--- config.mk ---
export PLATFORM = sky130hd
export DESIGN_NAME = l2_rgn_maint
export DESIGN_NICKNAME = d
export VERILOG_FILES = /design/src/rtl/rgnm_pkg.sv /design/src/rtl/rgnm_regs.sv /design/src/rtl/rgnm_tags.sv /design/src/rtl/rgnm_walk.sv /design/src/rtl/l2_rgn_maint.sv
export SDC_FILE = /design/constraint.sdc
export NUM_CORES = 1
export LEC_CHECK = 0
export BUFFER_PORTS_ARGS = -buffer_cell sky130_fd_sc_hd__buf_2
export CAP_MARGIN = 30
export CELL_PAD_IN_SITES_DETAIL_PLACEMENT = 1
export CELL_PAD_IN_SITES_GLOBAL_PLACEMENT = 1
export CORE_MARGIN = 4
export CORE_UTILIZATION = 50
export CTS_CLUSTER_DIAMETER = 80
export DETAILED_ROUTE_END_ITERATION = 10
export GPL_TIMING_DRIVEN = 0
export PLACE_DENSITY_LB_ADDON = 0.1
export SLEW_MARGIN = 10
export SYNTH_ARGS = -nofsm -noshare
export SYNTH_HDL_FRONTEND = slang
export SYNTH_SLANG_ARGS = --single-unit
--- constraint.sdc ---
create_clock -name clk -period 17.5 [get_ports clk]
set_input_delay 0.875 -clock clk [delete_from_list [all_inputs] [get_ports clk]]
set_output_delay 0.875 -clock clk [all_outputs]
set_load 0.005 [all_outputs]
--- src/rtl/rgnm_pkg.sv ---
package rgnm_pkg;
  typedef enum logic [1:0] {
    RA_CTRL   = 2'd0,
    RA_END    = 2'd1,
    RA_START  = 2'd2,
    RA_INVALL = 2'd3
  } reg_sel_e;

  localparam int CB_DIS   = 0;
  localparam int CB_MODE  = 1;
  localparam int CB_BUSY  = 2;
  localparam int CB_ERR   = 3;
  localparam int CB_OP_LO = 9;
  localparam logic [2:0] OPC_INV = 3'b001;

  function automatic int line_bytes(input int code);
    return (code == 0) ? 128 : 64;
  endfunction
endpackage

--- src/rtl/rgnm_regs.sv ---
module rgnm_regs
  import rgnm_pkg::*;
#(
  parameter int ADDR_W = 32
) (
  input  logic              clk,
  input  logic              rst_n,
  input  logic              reg_we,
  input  logic [1:0]        reg_addr,
  input  logic [ADDR_W-1:0] reg_wdata,
  output logic [ADDR_W-1:0] reg_rdata,
  input  logic              busy,
  output logic              launch_rgn,
  output logic              launch_all,
  output logic              op_inv,
  output logic              mode,
  output logic              dis,
  output logic              err,
  output logic [ADDR_W-1:0] end_addr
);
  logic [2:0]        op_q, op_d;
  logic              mode_q, mode_d, dis_q, dis_d, err_q, err_d;
  logic [ADDR_W-1:0] end_q, start_q;
  logic              ctrl_wr, end_wr, start_wr, all_wr, busy_hit;
  logic              ctrl_en, err_en, end_en, start_en;

  assign ctrl_wr  = reg_we && (reg_addr == RA_CTRL);
  assign end_wr   = reg_we && (reg_addr == RA_END) && !busy;
  assign start_wr = reg_we && (reg_addr == RA_START);
  assign all_wr   = reg_we && (reg_addr == RA_INVALL) && reg_wdata[0];
  assign busy_hit = busy && (start_wr || all_wr);

  assign launch_rgn = start_wr && !busy;
  assign launch_all = all_wr && !busy;

  always_comb begin
    op_d   = op_q;
    mode_d = mode_q;
    dis_d  = dis_q;
    err_d  = err_q;
    if (ctrl_wr) begin
      op_d   = reg_wdata[CB_OP_LO +: 3];
      mode_d = reg_wdata[CB_MODE];
      dis_d  = reg_wdata[CB_DIS];
    end
    if (busy_hit) err_d = 1'b1;
    else if (ctrl_wr && reg_wdata[CB_ERR]) err_d = 1'b0;
  end

  assign ctrl_en  = ctrl_wr;
  assign err_en   = busy_hit || ctrl_wr;
  assign end_en   = end_wr;
  assign start_en = launch_rgn;

  always_ff @(posedge clk or negedge rst_n) begin
    if (!rst_n) begin
      op_q    <= '0;
      mode_q  <= 1'b0;
      dis_q   <= 1'b0;
      err_q   <= 1'b0;
      end_q   <= '0;
      start_q <= '0;
    end else begin
      if (ctrl_en) begin
        op_q   <= op_d;
        mode_q <= mode_d;
        dis_q  <= dis_d;
      end
      if (err_en)   err_q   <= err_d;
      if (end_en)   end_q   <= reg_wdata;
      if (start_en) start_q <= reg_wdata;
    end
  end

  always_comb begin
    reg_rdata = '0;
    case (reg_addr)
      RA_CTRL: begin
        reg_rdata[CB_DIS]        = dis_q;
        reg_rdata[CB_MODE]       = mode_q;
        reg_rdata[CB_BUSY]       = busy;
        reg_rdata[CB_ERR]        = err_q;
        reg_rdata[CB_OP_LO +: 3] = op_q;
      end
      RA_END:   reg_rdata = end_q;
      RA_START: reg_rdata = start_q;
      default:  reg_rdata = '0;
    endcase
  end

  assign op_inv   = (op_q == OPC_INV);
  assign mode     = mode_q;
  assign dis      = dis_q;
  assign err      = err_q;
  assign end_addr = end_q;
endmodule

--- src/rtl/rgnm_tags.sv ---
module rgnm_tags #(
  parameter int SETS = 16,
  parameter int TAGW = 22,
  localparam int IDXW = $clog2(SETS)
) (
  input  logic            clk,
  input  logic            rst_n,
  input  logic            ins_en,
  input  logic [IDXW-1:0] ins_idx,
  input  logic [TAGW-1:0] ins_tag,
  input  logic            ins_dirty,
  input  logic            upd_en,
  input  logic            upd_inv,
  input  logic [IDXW-1:0] rd_idx,
  output logic            rd_valid,
  output logic            rd_dirty,
  output logic [TAGW-1:0] rd_tag,
  input  logic [IDXW-1:0] pr_idx,
  output logic            pr_valid,
  output logic            pr_dirty,
  output logic [TAGW-1:0] pr_tag
);
  logic            v_arr [SETS];
  logic            d_arr [SETS];
  logic [TAGW-1:0] t_arr [SETS];

  for (genvar g = 0; g < SETS; g++) begin : g_set
    logic            v_q, v_d, d_q, d_d;
    logic [TAGW-1:0] t_q;
    logic            ins_sel, upd_sel;

    assign ins_sel = ins_en && (ins_idx == IDXW'(g));
    assign upd_sel = upd_en && (rd_idx == IDXW'(g));

    always_comb begin
      v_d = v_q;
      d_d = d_q;
      if (ins_sel) begin
        v_d = 1'b1;
        d_d = ins_dirty;
      end else if (upd_sel) begin
        v_d = v_q && !upd_inv;
        d_d = 1'b0;
      end
    end

    always_ff @(posedge clk or negedge rst_n) begin
      if (!rst_n) begin
        v_q <= 1'b0;
        d_q <= 1'b0;
        t_q <= '0;
      end else begin
        if (ins_sel || upd_sel) begin
          v_q <= v_d;
          d_q <= d_d;
        end
        if (ins_sel) t_q <= ins_tag;
      end
    end

    assign v_arr[g] = v_q;
    assign d_arr[g] = d_q;
    assign t_arr[g] = t_q;
  end

  assign rd_valid = v_arr[rd_idx];
  assign rd_dirty = d_arr[rd_idx];
  assign rd_tag   = t_arr[rd_idx];
  assign pr_valid = v_arr[pr_idx];
  assign pr_dirty = d_arr[pr_idx];
  assign pr_tag   = t_arr[pr_idx];
endmodule

--- src/rtl/rgnm_walk.sv ---
module rgnm_walk #(
  parameter int ADDR_W = 32,
  parameter int OFF    = 6,
  parameter int SETS   = 16,
  localparam int IDXW  = $clog2(SETS),
  localparam int LW    = ADDR_W - OFF,
  localparam int TAGW  = LW - IDXW
) (
  input  logic              clk,
  input  logic              rst_n,
  input  logic              launch_rgn,
  input  logic              launch_all,
  input  logic [ADDR_W-1:0] start_addr,
  input  logic [ADDR_W-1:0] end_addr,
  input  logic              op_inv,
  input  logic              mode,
  input  logic              rd_valid,
  input  logic              rd_dirty,
  input  logic [TAGW-1:0]   rd_tag,
  input  logic              wb_ready,
  output logic              busy,
  output logic [IDXW-1:0]   rd_idx,
  output logic              upd_en,
  output logic              upd_inv,
  output logic              wb_valid,
  output logic [ADDR_W-1:0] wb_addr
);
  logic          busy_q, busy_d, all_q, all_d, inv_q, inv_d, mode_q, mode_d;
  logic [LW-1:0] cur_q, cur_d, last_q, last_d;
  logic          hit, need_wb, step, reg_en;

  assign rd_idx  = cur_q[IDXW-1:0];
  assign hit     = busy_q && rd_valid && (all_q || (rd_tag == cur_q[LW-1:IDXW]));
  assign need_wb = hit && rd_dirty && (inv_q ? mode_q : 1'b1);
  assign step    = busy_q && (!need_wb || wb_ready);

  assign upd_en   = step && hit;
  assign upd_inv  = inv_q;
  assign wb_valid = need_wb;
  assign wb_addr  = {rd_tag, rd_idx, {OFF{1'b0}}};
  assign busy     = busy_q;

  always_comb begin
    busy_d = busy_q;
    all_d  = all_q;
    inv_d  = inv_q;
    mode_d = mode_q;
    cur_d  = cur_q;
    last_d = last_q;
    if (launch_rgn) begin
      busy_d = 1'b1;
      all_d  = 1'b0;
      inv_d  = op_inv;
      mode_d = mode;
      cur_d  = start_addr[ADDR_W-1:OFF];
      last_d = end_addr[ADDR_W-1:OFF];
    end else if (launch_all) begin
      busy_d = 1'b1;
      all_d  = 1'b1;
      inv_d  = 1'b1;
      mode_d = mode;
      cur_d  = '0;
      last_d = LW'(SETS - 1);
    end else if (step) begin
      if (cur_q >= last_q) busy_d = 1'b0;
      else                 cur_d  = cur_q + 1'b1;
    end
  end

  assign reg_en = launch_rgn || launch_all || step;

  always_ff @(posedge clk or negedge rst_n) begin
    if (!rst_n) begin
      busy_q <= 1'b0;
      all_q  <= 1'b0;
      inv_q  <= 1'b0;
      mode_q <= 1'b0;
      cur_q  <= '0;
      last_q <= '0;
    end else if (reg_en) begin
      busy_q <= busy_d;
      all_q  <= all_d;
      inv_q  <= inv_d;
      mode_q <= mode_d;
      cur_q  <= cur_d;
      last_q <= last_d;
    end
  end
endmodule

--- src/rtl/l2_rgn_maint.sv ---
module l2_rgn_maint
  import rgnm_pkg::*;
#(
  parameter int ADDR_W   = 32,
  parameter int SETS     = 16,
  parameter int LSZ_CODE = 1
) (
  input  logic              clk,
  input  logic              rst_n,
  input  logic              reg_we,
  input  logic [1:0]        reg_addr,
  input  logic [ADDR_W-1:0] reg_wdata,
  output logic [ADDR_W-1:0] reg_rdata,
  input  logic              ins_en,
  input  logic [ADDR_W-1:0] ins_addr,
  input  logic              ins_dirty,
  input  logic [ADDR_W-1:0] probe_addr,
  output logic              probe_hit,
  output logic              probe_dirty,
  output logic              wb_valid,
  input  logic              wb_ready,
  output logic [ADDR_W-1:0] wb_addr
);
  localparam int OFF  = $clog2(line_bytes(LSZ_CODE));
  localparam int IDXW = $clog2(SETS);
  localparam int TAGW = ADDR_W - OFF - IDXW;

  logic            rst_m, rst_q;
  logic            busy, launch_rgn, launch_all, op_inv, mode, dis, err;
  logic [ADDR_W-1:0] end_addr;
  logic [IDXW-1:0] rd_idx;
  logic            rd_valid, rd_dirty, upd_en, upd_inv;
  logic [TAGW-1:0] rd_tag, pr_tag;
  logic            pr_valid, pr_dirty, ins_ok;

  always_ff @(posedge clk or negedge rst_n) begin
    if (!rst_n) begin
      rst_m <= 1'b0;
      rst_q <= 1'b0;
    end else begin
      rst_m <= 1'b1;
      rst_q <= rst_m;
    end
  end

  rgnm_regs #(.ADDR_W(ADDR_W)) u_regs (
    .clk(clk), .rst_n(rst_q), .reg_we(reg_we), .reg_addr(reg_addr),
    .reg_wdata(reg_wdata), .reg_rdata(reg_rdata), .busy(busy),
    .launch_rgn(launch_rgn), .launch_all(launch_all), .op_inv(op_inv),
    .mode(mode), .dis(dis), .err(err), .end_addr(end_addr)
  );

  assign ins_ok = ins_en && !dis && !busy;

  rgnm_tags #(.SETS(SETS), .TAGW(TAGW)) u_tags (
    .clk(clk), .rst_n(rst_q),
    .ins_en(ins_ok), .ins_idx(ins_addr[OFF +: IDXW]),
    .ins_tag(ins_addr[ADDR_W-1:OFF+IDXW]), .ins_dirty(ins_dirty),
    .upd_en(upd_en), .upd_inv(upd_inv),
    .rd_idx(rd_idx), .rd_valid(rd_valid), .rd_dirty(rd_dirty), .rd_tag(rd_tag),
    .pr_idx(probe_addr[OFF +: IDXW]), .pr_valid(pr_valid),
    .pr_dirty(pr_dirty), .pr_tag(pr_tag)
  );

  rgnm_walk #(.ADDR_W(ADDR_W), .OFF(OFF), .SETS(SETS)) u_walk (
    .clk(clk), .rst_n(rst_q), .launch_rgn(launch_rgn), .launch_all(launch_all),
    .start_addr(reg_wdata), .end_addr(end_addr), .op_inv(op_inv), .mode(mode),
    .rd_valid(rd_valid), .rd_dirty(rd_dirty), .rd_tag(rd_tag),
    .wb_ready(wb_ready), .busy(busy), .rd_idx(rd_idx), .upd_en(upd_en),
    .upd_inv(upd_inv), .wb_valid(wb_valid), .wb_addr(wb_addr)
  );

  assign probe_hit   = pr_valid && (pr_tag == probe_addr[ADDR_W-1:OFF+IDXW]);
  assign probe_dirty = probe_hit && pr_dirty;
endmodule

==> Word-level counts from Yosys, hierarchy flattened <==
Index checks and enable logic that the tools add are counted.
{ "totals": {"reg_bits": 512, "latch_bits": 0, "ramBits": 0, "romBits": 0, "inputBits": 104, "out_inout_bits": 67, "wordCells": 346, "mem_count": 0} }
{ "classes": {"n_addsub": 1, "n_mul": 0, "n_div": 0, "n_lt_le_gt_ge": 3, "n_eq_ne": 37, "shifts": 0, "mux": 104, "bitwise_logic": 2, "reduce_logical": 137} }
{ "ops": {"columns": ["op", "count"], "rows": [
  ["binary-select mux 22 bit (select 4 bit)", 2],
  ["2-to-1 mux 26 bit", 6],
  ["2-to-1 mux 22 bit", 4],
  ["2-to-1 mux 1 bit", 84],
  ["logical AND 1 bit", 68],
  ["== test 4 bit (second input constant)", 16],
  ["== test 22 bit", 2],
  ["one-hot mux 20 bit (2 select lines)", 1],
  ["AND reduction 2 bit", 18],
  ["nonzero test 2 bit", 18],
  ["== test 4 x 3 -> 1 bit (second input constant)", 8],
  ["adder 26 x 1 -> 26 bit (second input constant)", 1],
  ["greater-or-equal comparator 26 bit", 1],
  ["logical OR 1 bit", 22],
  ["binary-select mux 1 bit (select 4 bit)", 4],
  ["== test 4 x 2 -> 1 bit (second input constant)", 4],
  ["one-hot mux 4 bit (3 select lines)", 1],
  ["greater-or-equal comparator 5 bit (second input constant)", 2],
  ["NOT 4 -> 5 bit", 2],
  ["one-hot mux 5 bit (2 select lines)", 1],
  ["one-hot mux 3 bit (3 select lines)", 1],
  ["== test 4 x 1 -> 1 bit (second input constant)", 2],
  ["logical NOT 4 bit", 2],
  ["AND reduction 3 bit", 2],
  ["7 further kinds", 12]
]} }

==> Logic depth before layout (Yosys ltp) <==
Gate-level depths: netlist of the first run.
{ "logic_depth": {"depth_word": 16, "ltp_mapped": 18, "depth_no_buf": 11} }

==> Hierarchy <==
From an unflattened synthesis of the first run, not the netlist that was laid out.
{ "unflattened": {"hier_cells": 2079, "area_unflattened_um2": 27844.2} }
{ "by_module_without_submodules": {"columns": ["mod", "n_inst", "cells_each", "area_per_inst_um2", "seq_area_each_um2"], "rows": [
  ["rgnm_tags", 1, 1321, 20179.4, 9609.2],
  ["rgnm_walk", 1, 481, 4102.7, 1401.3],
  ["rgnm_regs", 1, 237, 3214.3, 1751.7],
  ["l2_rgn_maint", 1, 40, 347.8, 50.0]
]} }

==> Worst setup path after synthesis of the first run <==
OpenSTA, ideal clock, no wires.
{ "synth_timing": {"kind": "input to output", "start": "in probe_addr[6]", "end": "out probe_dirty", "arrival_time_ns": 3.477, "required_time_ns": 16.625, "slack_ns": 13.148, "stages": 9, "n_path_buf": 3, "path_cell_list": "clkbuf_1 > buf_2 > buf_1 > mux4_2 > mux4_2 > xnor2_1 > nand3_1 > nor4_1 > and3_1"} }
{ "synth_between": {"elab_chain_len": 7, "elab_cells_between_ends": 13, "cone_classes": "1 x eq/ne; 9 x mux; 1 x bitwise; 2 x reduce/logical"} }
{ "synth_lines": {"columns": ["element", "line", "source"], "rows": [
  ["start: declaration", "l2_rgn_maint.sv:17", "input logic [ADDR_W-1:0] probe_addr,"],
  ["NOT 4 -> 5 bit (not written as such) *", "rgnm_tags.sv:69, rgnm_tags.sv:70, rgnm_tags.sv:71", null],
  ["binary-select mux 22 bit (select 4 bit)", "rgnm_tags.sv:71", "assign pr_tag = t_arr[pr_idx];"],
  ["2-to-1 mux 22 bit (not written as such) (2 in a row)", "rgnm_tags.sv:71", null],
  ["== test 22 bit", "l2_rgn_maint.sv:73", "assign probe_hit = pr_valid && (pr_tag == probe_addr[ADDR_W-1:OFF+IDXW]);"],
  ["logical AND 1 bit", "l2_rgn_maint.sv:73", null],
  ["logical AND 1 bit *", "l2_rgn_maint.sv:74", "assign probe_dirty = probe_hit && pr_dirty;"],
  ["end: declaration", "l2_rgn_maint.sv:19", "output logic probe_dirty,"]
]} }
Mark *: on every way between the ends. The rest lies on a longest branch, timed or not. The select of a mux whose other input is x is not followed.

==> Final worst setup path of the first run <==
{ "layout_timing": {"start": "reg u_walk.cur_q[1]", "end": "out wb_valid"} }
{ "layout_between": {"elab_chain_len": 9, "elab_cells_between_ends": 16, "cone_classes": "1 x eq/ne; 9 x mux; 1 x bitwise; 5 x reduce/logical"} }
{ "layout_lines": {"columns": ["element", "line", "source"], "rows": [
  ["start: declaration", "rgnm_walk.sv:29", "logic [LW-1:0] cur_q, cur_d, last_q, last_d;"],
  ["start signal: assignment", "rgnm_walk.sv:85", "cur_q <= cur_d;"],
  ["NOT 4 -> 5 bit (not written as such) *", "rgnm_tags.sv:66, rgnm_tags.sv:67, rgnm_tags.sv:68", null],
  ["binary-select mux 22 bit (select 4 bit)", "rgnm_tags.sv:68", "assign rd_tag = t_arr[rd_idx];"],
  ["2-to-1 mux 22 bit (not written as such) (2 in a row)", "rgnm_tags.sv:68", null],
  ["== test 22 bit", "rgnm_walk.sv:33", "assign hit = busy_q && rd_valid && (all_q || (rd_tag == cur_q[LW-1:IDXW]));"],
  ["logical OR 1 bit", "rgnm_walk.sv:33", null],
  ["logical AND 1 bit", "rgnm_walk.sv:33", null],
  ["logical AND 1 bit * (2 in a row)", "rgnm_walk.sv:34", "assign need_wb = hit && rd_dirty && (inv_q ? mode_q : 1'b1);"],
  ["end: declaration", "l2_rgn_maint.sv:20", "output logic wb_valid,"]
]} }
Marked as above.

==> impl_metrics.env, run 1 <==
export IMPL_p_r_area_growth_vs_syn_pct=15.9
export IMPL_cpMaxStageDelayCell="nor2b_1"
export IMPL_synth_top_cells_by_area="dfrtp_1, mux2_2, mux4_2, mux2i_1, nand2_1"
export IMPL_post_synth_top_area_fraction_pct=45.1
export IMPL_effective_utilization_at_floorplan_pct=50.4
export IMPL_power_after_layout_w=0.00517
export IMPL_synth_enable_flop_cells=0
export IMPL_globalplace_congestion=0.975
export IMPL_vias=21800
export IMPL_cts_clk_slew_worst_paths_ns=0.06
export IMPL_cp_arrival_ns=5.23
export IMPL_timing_hold_worst_class="reg2async"
export IMPL_critPathBufInv=3
export IMPL_port_buffers=149
export IMPL_synthArstFlopShare_pct=100
export IMPL_crit_path_end_kind="primary output"
export IMPL_timing_setup_critical_path_class="reg2out"
export IMPL_final_hold_viol_count=0
export IMPL_cts_sink_count=512
export IMPL_tightest_slew_ns=1.15
export IMPL_worst_ir_drop_vdd_uv=89.1
export IMPL_placed_cell_area_um2=31000
export IMPL_num_rows=87
export IMPL_critPathMaxFanout=11
export IMPL_combined_global_route_utilization_of_all_metal_layers_pct=36.4
export IMPL_die_h_um=246
export IMPL_grt_pass1_vias=23100
export IMPL_first_iter_violations=2292
export IMPL_max_freq_ghz=0.164
export IMPL_tritoncts="built"
export IMPL_wire_per_inst_um=33.7
export IMPL_grt_antenna_before_repair=4
export IMPL_final_design_area_no_fill_um2=32900
export IMPL_core_region_area_um2=56400
export IMPL_postRouteAntennaNets=0
export IMPL_timing_max_slew_rel_slack_pct=23.2
export IMPL_crit_path_start_kind="flip-flop"
export IMPL_fp_dieW_um=246
export IMPL_syn_avg_cell_area_um2=12.9
export IMPL_final_min_period_over_clock_period_pct=34.9
export IMPL_result_of_the_run="finished clean"
export IMPL_hpwl_after_dpl_mm=81.2
export IMPL_p_per_area_nw_per_um2=157
export IMPL_grt_max_degree=64
export IMPL_clock_root_buffer_master="clkbuf_16"
export IMPL_drt_drc_violations_left=0
export IMPL_drt_vias_per_instance=6.68
export IMPL_final_nets=2605
export IMPL_leakage_nw=15.3
export IMPL_post_cts_resized=0
export IMPL_yosys_warnings=0
export IMPL_cts_root_to_sink_buffers=3
export IMPL_slew_violations=0
export IMPL_global_route_overflow_total=0
export IMPL_route_final_wire_length_mm=110
export IMPL_synth_seq_area_share_pct=45.1
export IMPL_boundaryPins=171
export IMPL_slowest_stage_delay_cp_ns=0.82
export IMPL_post_cts_setup_buffers=0
export IMPL_timing_final_crit_period_ns=6.11
export IMPL_timing_critical_path_required_ns=16.62
export IMPL_synth_area_leader_cell="dfrtp_1"
export IMPL_synthDistinctLibCells=66
export IMPL_total_of_max_cap_violations=0
export IMPL_ys_dominant_reg_cell="dfrtp_1"
export IMPL_mappedNetlistArea_um2=28400
export IMPL_total_iterations_of_the_first_detailed_routing_run=6
export IMPL_worst_path_dominant_cell_family="compound AO/OA/AOI/OAI gates"
export IMPL_setup_violations_final=0
export IMPL_syn_instance_count=2197
export IMPL_synth_seq_cells=512
export IMPL_first_pass_grt_wire_length_mm=161
export IMPL_worst_clock_skew_ns=0.0286
export IMPL_fraction_of_layout_cells_with_a_size_suffix_above_1_pct=38.0
export IMPL_rsz_0062_raised_after_global_routing="false"
export IMPL_die_area_um2=60700
export IMPL_skew_pair_late_insertion_delay_ns=0.63
export IMPL_cts_made_buffers=57
export IMPL_fin_util_pct=58.4
export IMPL_cts_htree_levels=2
export IMPL_crit_chain="buf_6 > buf_2 > nor2b_1 > a22oi_1 > nand2_1 > xnor2_1 > o41ai_1 > o2111a_1 > a21o_1 > nand2_1 > nor2_1 > buf_2"
-- path summary, 6_finish.rpt --
kind                                      start                        to  slack [ns]  depth (start not counted)
max in group asynchronous                 rst_q  u_tags.g_set[14].t_q[14]       15.87                          3
worst min-delay path                      rst_q   u_tags.g_set[8].t_q[11]        0.30                          0
worst min register to register            rst_q   u_tags.g_set[8].t_q[11]        0.30                          0
worst max register to register  u_walk.cur_q[0]          u_walk.cur_q[21]       11.65                         17
worst max-delay path            u_walk.cur_q[1]                  wb_valid       11.39                         12
min in group clk                          rst_m                     rst_q        0.36                          0
-- flip-flops by register name (all words and copies together), names as in the netlist, 3 cells and up --
name and flops:
u_tags.g_set.t_q 352, u_regs.end_addr 32, u_regs.start_q 32, u_walk.cur_q 26, u_walk.last_q 26, u_tags.g_set.d_q 16
u_tags.g_set.v_q 16, u_regs.op_q 3
-- cell type report --
cell class / instances / area [µm²]
Buffer: 191 / 886
Fill cell: 5615 / 23500
Timing Repair Buffer: 205 / 1600
Antenna cell: 1 / 2.50
Inverter: 35 / 131
Tap cell: 756 / 946
Clock inverter: 27 / 344
Clock buffer: 76 / 1580
Multi-Input combinational cell: 1464 / 14600
Sequential cell: 512 / 12800
-- where the power goes --
group / switching [W] / leakage (nW) / internal (W)
logic: 0.00118 / 7.59 / 0.000922
registers: 0.000290 / 6.79 / 0.00153
clock network: 0.000516 / 0.945 / 0.000735
-- worst reg2reg max path: stages, from the launching register on --
cell	delay, ns
dfrtp_1	0.44
buf_4	0.24
buf_6	0.20
buf_4	0.19
inv_2	0.39
buf_2	0.63
buf_2	0.52
ha_1	0.23
nor2b_1	0.05
o21a_1	0.17
o21ai_0	0.18
a21oi_1	0.11
o41ai_1	0.63
a31oi_1	0.31
nor3_1	0.53
clkbuf_1	0.54
nand4_1	0.21
o211a_1	0.17
-- cells by family after synthesis --
| group | share of synthesized area (%) |
|---|---|
| muxes | 34.5 |
| xor gates and xnor gates | 2.31 |
| DFF | 45.1 |
| AOI/OAI and AO/OA | 6.38 |
| and+or+nand+nor | 6.65 |
| adders and majority gates | 1.54 |
| other | 0.0264 |
| buffers and inverters | 3.55 |
-- placed cells by master (no fill, tap or decap), types with 8 or more instances in the layout --
cell type / n
a21o_1: 12
a21oi_1: 77
a221oi_1: 10
a22oi_1: 43
and2_1: 12
and3_1: 24
buf_1: 30
buf_16: 8
buf_2: 170
buf_4: 21
buf_6: 28
buf_8: 25
clkbuf_1: 123
clkbuf_16: 57
clkbuf_8: 8
clkinv_2: 14
dfrtp_1: 511
ha_1: 35
inv_1: 33
mux2_2: 395
mux2i_1: 98
mux4_2: 194
nand2_1: 176
nand3_1: 25
nand4_1: 15
nor2_1: 53
nor2b_1: 37
nor3_1: 14
o211a_1: 16
o21ai_0: 46
xnor2_1: 54
xor2_1: 21
-- stage by stage --
stage	instances	hold WS, ns	worst slack (ns)	TNS (ns)
3_5_place_dp	3157	0.309	11.78	0
5_1_grt	3266	0.346	11.38	0
3_3_place_gp	3107	0.336	-3.58	-1804.11
4_1_cts	3261	0.321	11.44	0
6_report	3267	0.297	11.39	0
2_1_floorplan	2202	0.331	2.17	0
-- Yosys cell counts, types with 7 or more instances --
library cell	n
o211a_1	16
nand4_1	15
clkbuf_1	112
and2_1	12
dfrtp_1	512
nand3_1	25
buf_1	36
a22oi_1	43
mux2i_1	98
buf_2	15
buf_4	19
mux2_2	395
buf_6	8
o21ai_0	46
and3_1	24
mux4_2	194
ha_1	35
xnor2_1	54
a22o_1	7
a221oi_1	10
nor3_1	16
a21o_1	12
xor2_1	21
a222oi_1	7
nor2b_1	37
nor2_1	53
a21oi_1	77
nand2_1	176
a31oi_1	7
inv_1	33
-- what timing repair did --
action	in CTS	in global routing
endpoints found under the hold margin	2	0
setup endpoints to repair	0	0
hold buffers	1	0
-- per-layer routing --
layer  wire length (µm)  track usage, %  vias to the layer above
met5                 28               0                        -
met3               9500            7.47                      370
met1              41300            46.1                    11500
met2              51300            58.2                     1198
li1                   -               -                     8735
met4               8000            21.4                        4
(Power assumes the default switching activity.)
==> run 2, diff against run 1 <==
- CORE_UTILIZATION: 50 -> 46
- clock period: 17.5 -> 5.1 ns (I/O delays scaled with it)
==> run 2 against run 1 <==
Wire length rose by 2.4%. Register-to-register slack got worse by 12 ns. Die area up 8.4%.
==> impl_metrics.env, run 2 (synthesis results as in run 1) <==
export IMPL_first_iter_violations=2210
export IMPL_p_per_area_nw_per_um2=533
export IMPL_cp_arrival_ns=4.82
export IMPL_rsz_0062_raised_after_global_routing="false"
export IMPL_port_buffers=149
export IMPL_final_common_cell="dfrtp_1"
export IMPL_critPathMaxFanout=10
export IMPL_crit_chain="clkbuf_1 > inv_1 > clkbuf_2 > buf_1 > clkdlybuf4s15_1 > o21ai_0 > buf_2"
export IMPL_grt_antenna_before_repair=2
export IMPL_cts_made_buffers=60
export IMPL_final_hold_viol_count=0
export IMPL_slowest_stage_delay_cp_ns=0.72
export IMPL_effective_utilization_at_floorplan_pct=46.7
export IMPL_max_freq_ghz=0.197
export IMPL_route_final_wire_length_mm=113
export IMPL_cts_clk_slew_worst_paths_ns=0.06
export IMPL_fp_dieW_um=257
export IMPL_core_region_area_um2=60800
export IMPL_drt_vias_per_instance=6.50
export IMPL_crit_path_start_kind="flip-flop"
export IMPL_final_nets=2666
export IMPL_cpMaxStageDelayCell="o21ai_0"
export IMPL_num_rows=90
export IMPL_worst_ir_drop_vdd_uv=353
export IMPL_total_iterations_of_the_first_detailed_routing_run=6
export IMPL_wire_per_inst_um=33.6
export IMPL_timing_final_crit_period_ns=5.08
export IMPL_p_r_area_growth_vs_syn_pct=18.3
export IMPL_cts_htree_levels=2
export IMPL_boundaryPins=171
export IMPL_largest_register_ffs=352
export IMPL_cts_sink_count=512
export IMPL_crit_path_end_kind="primary output"
export IMPL_result_of_the_run="finished clean"
export IMPL_timing_max_slew_rel_slack_pct=28.9
export IMPL_global_route_overflow_total=0
export IMPL_most_common_layout_cells="dfrtp_1, mux2_2, mux4_2"
export IMPL_die_area_um2=65800
export IMPL_critPathBufInv=6
export IMPL_worst_clock_skew_ns=0.0294
export IMPL_cts_root_to_sink_buffers=3
export IMPL_clock_root_buffer_master="clkbuf_16"
export IMPL_tritoncts="built"
export IMPL_worst_path_dominant_cell_family="buffers and inverters"
export IMPL_setup_tns_final_ns=0
export IMPL_timing_reg2reg_setup_slack_ns=0.10
export IMPL_timing_hold_worst_class="in2reg"
export IMPL_combined_global_route_utilization_of_all_metal_layers_pct=33.8
export IMPL_postRouteAntennaNets=0
export IMPL_vias=21800
export IMPL_total_of_max_cap_violations=0
export IMPL_skew_pair_late_insertion_delay_ns=0.64
export IMPL_timing_setup_critical_path_class="reg2out"
export IMPL_registers_top_by_ff_count="u_tags.g_set.t_q"
export IMPL_first_pass_grt_wire_length_mm=164
export IMPL_drt_drc_violations_left=0
export IMPL_die_h_um=257
export IMPL_timing_critical_path_required_ns=4.85
export IMPL_hpwl_after_dpl_mm=83.1
export IMPL_leakage_nw=15.6
export IMPL_grt_pass1_vias=23500
export IMPL_final_min_period_over_clock_period_pct=99.6
export IMPL_tightest_slew_ns=1.07
export IMPL_slew_violations=0
export IMPL_globalplace_congestion=0.948
export IMPL_fraction_of_layout_cells_with_a_size_suffix_above_1_pct=37.4
export IMPL_grt_max_degree=63
export IMPL_fin_util_pct=55.3
export IMPL_setup_violations_final=0
## run 2: cell count changes in the layout (fill, tap and decap cells not counted), moves of 2 or more
cell	change
buf_2	-2
buf_4	+2
buf_6	+3
bufinv_16	-3
clkbuf_1	+4
clkbuf_16	+3
clkbuf_2	+2
clkbuf_8	+4
clkinv_2	-3
clkinvlp_4	-3
dlygate4sd3_1	+57
nor2b_1	-2
o41ai_1	-2
o41ai_2	+2
## run 2: path summary, 6_finish.rpt
check | start | end | cells past startpoint
worst max-delay path | u_walk.cur_q[3] | wb_addr[17] | 7
worst min-delay path | ins_addr[8] | u_tags.g_set[11].v_q | 4
worst max register to register | u_walk.cur_q[0] | u_walk.cur_q[11] | 18
worst min register to register | rst_m | rst_q | 0
max in group asynchronous | rst_q | u_tags.g_set[7].t_q[16] | 5
min in group asynchronous | rst_q | u_tags.g_set[5].t_q[0] | 0
## run 2: layer usage
layer,global-route usage [%],routed length [µm]
met1,43.2,43300
met2,55.3,53400
met3,5.80,8710
met4,18.7,7440
met5,0,0
## run 2: repair_timing
| item | CTS | global route |
|---|---|---|
| setup endpoints to repair | 59 | 17 |
| endpoints found under the hold margin | 196 | 0 |
| hold buffers | 58 | 0 |
| gates resized for setup | 10 | 5 |
| setup buffers | 0 | 0 |
## run 2: per-stage QoR
step / hold slack [ns] / cells / setup WS (ns) / cell area (µm²) / total power [W]
after global routing: 0.137 / 3358 / 0.00640 / 33600 / 0.0186
after detailed placement: 0.0418 / 3184 / -0.509 / 31000 / 0.0133
final: 0.121 / 3359 / 0.0208 / 33600 / 0.0179
after global placement: 0.0405 / 3133 / -1.86 / 30200 / 0.0130
after floorplan: -0.0406 / 2202 / 0.112 / 28400 / 0.0106
after CTS: 0.0845 / 3351 / 0.0905 / 33600 / 0.0178
## run 2: final cells by class
cell class	instances	area (µm²)
well taps	782	978
clock buffers	91	1740
diodes	2	5.00
multi-input cells	1464	14700
flip-flops and latches	512	12800
inverters	35	131
repair buffers	264	2190
fillers	6060	27200
clock inverters	19	220
plain buffers	190	903
## run 2: worst register-to-register path, delay by kind of cell (launching register included)
| kind | cells | cell delay, ns |
|---|---|---|
| buf+inv | 8 | 2.14 |
| compound gates | 7 | 1.65 |
| simple gates | 2 | 0.46 |
| flops | 1 | 0.45 |
| fa+ha+maj | 1 | 0.22 |
## run 2: power breakdown
| part | internal [W] | leakage, nW | switching [W] | total [W] |
|---|---|---|---|---|
| sequential | 0.00526 | 6.79 | 0.00100 | 0.00626 |
| combinational | 0.00322 | 7.87 | 0.00409 | 0.00731 |
| clock | 0.00254 | 0.969 | 0.00181 | 0.00435 |
| total | 0.0110 | 15.6 | 0.00689 | 0.0179 |
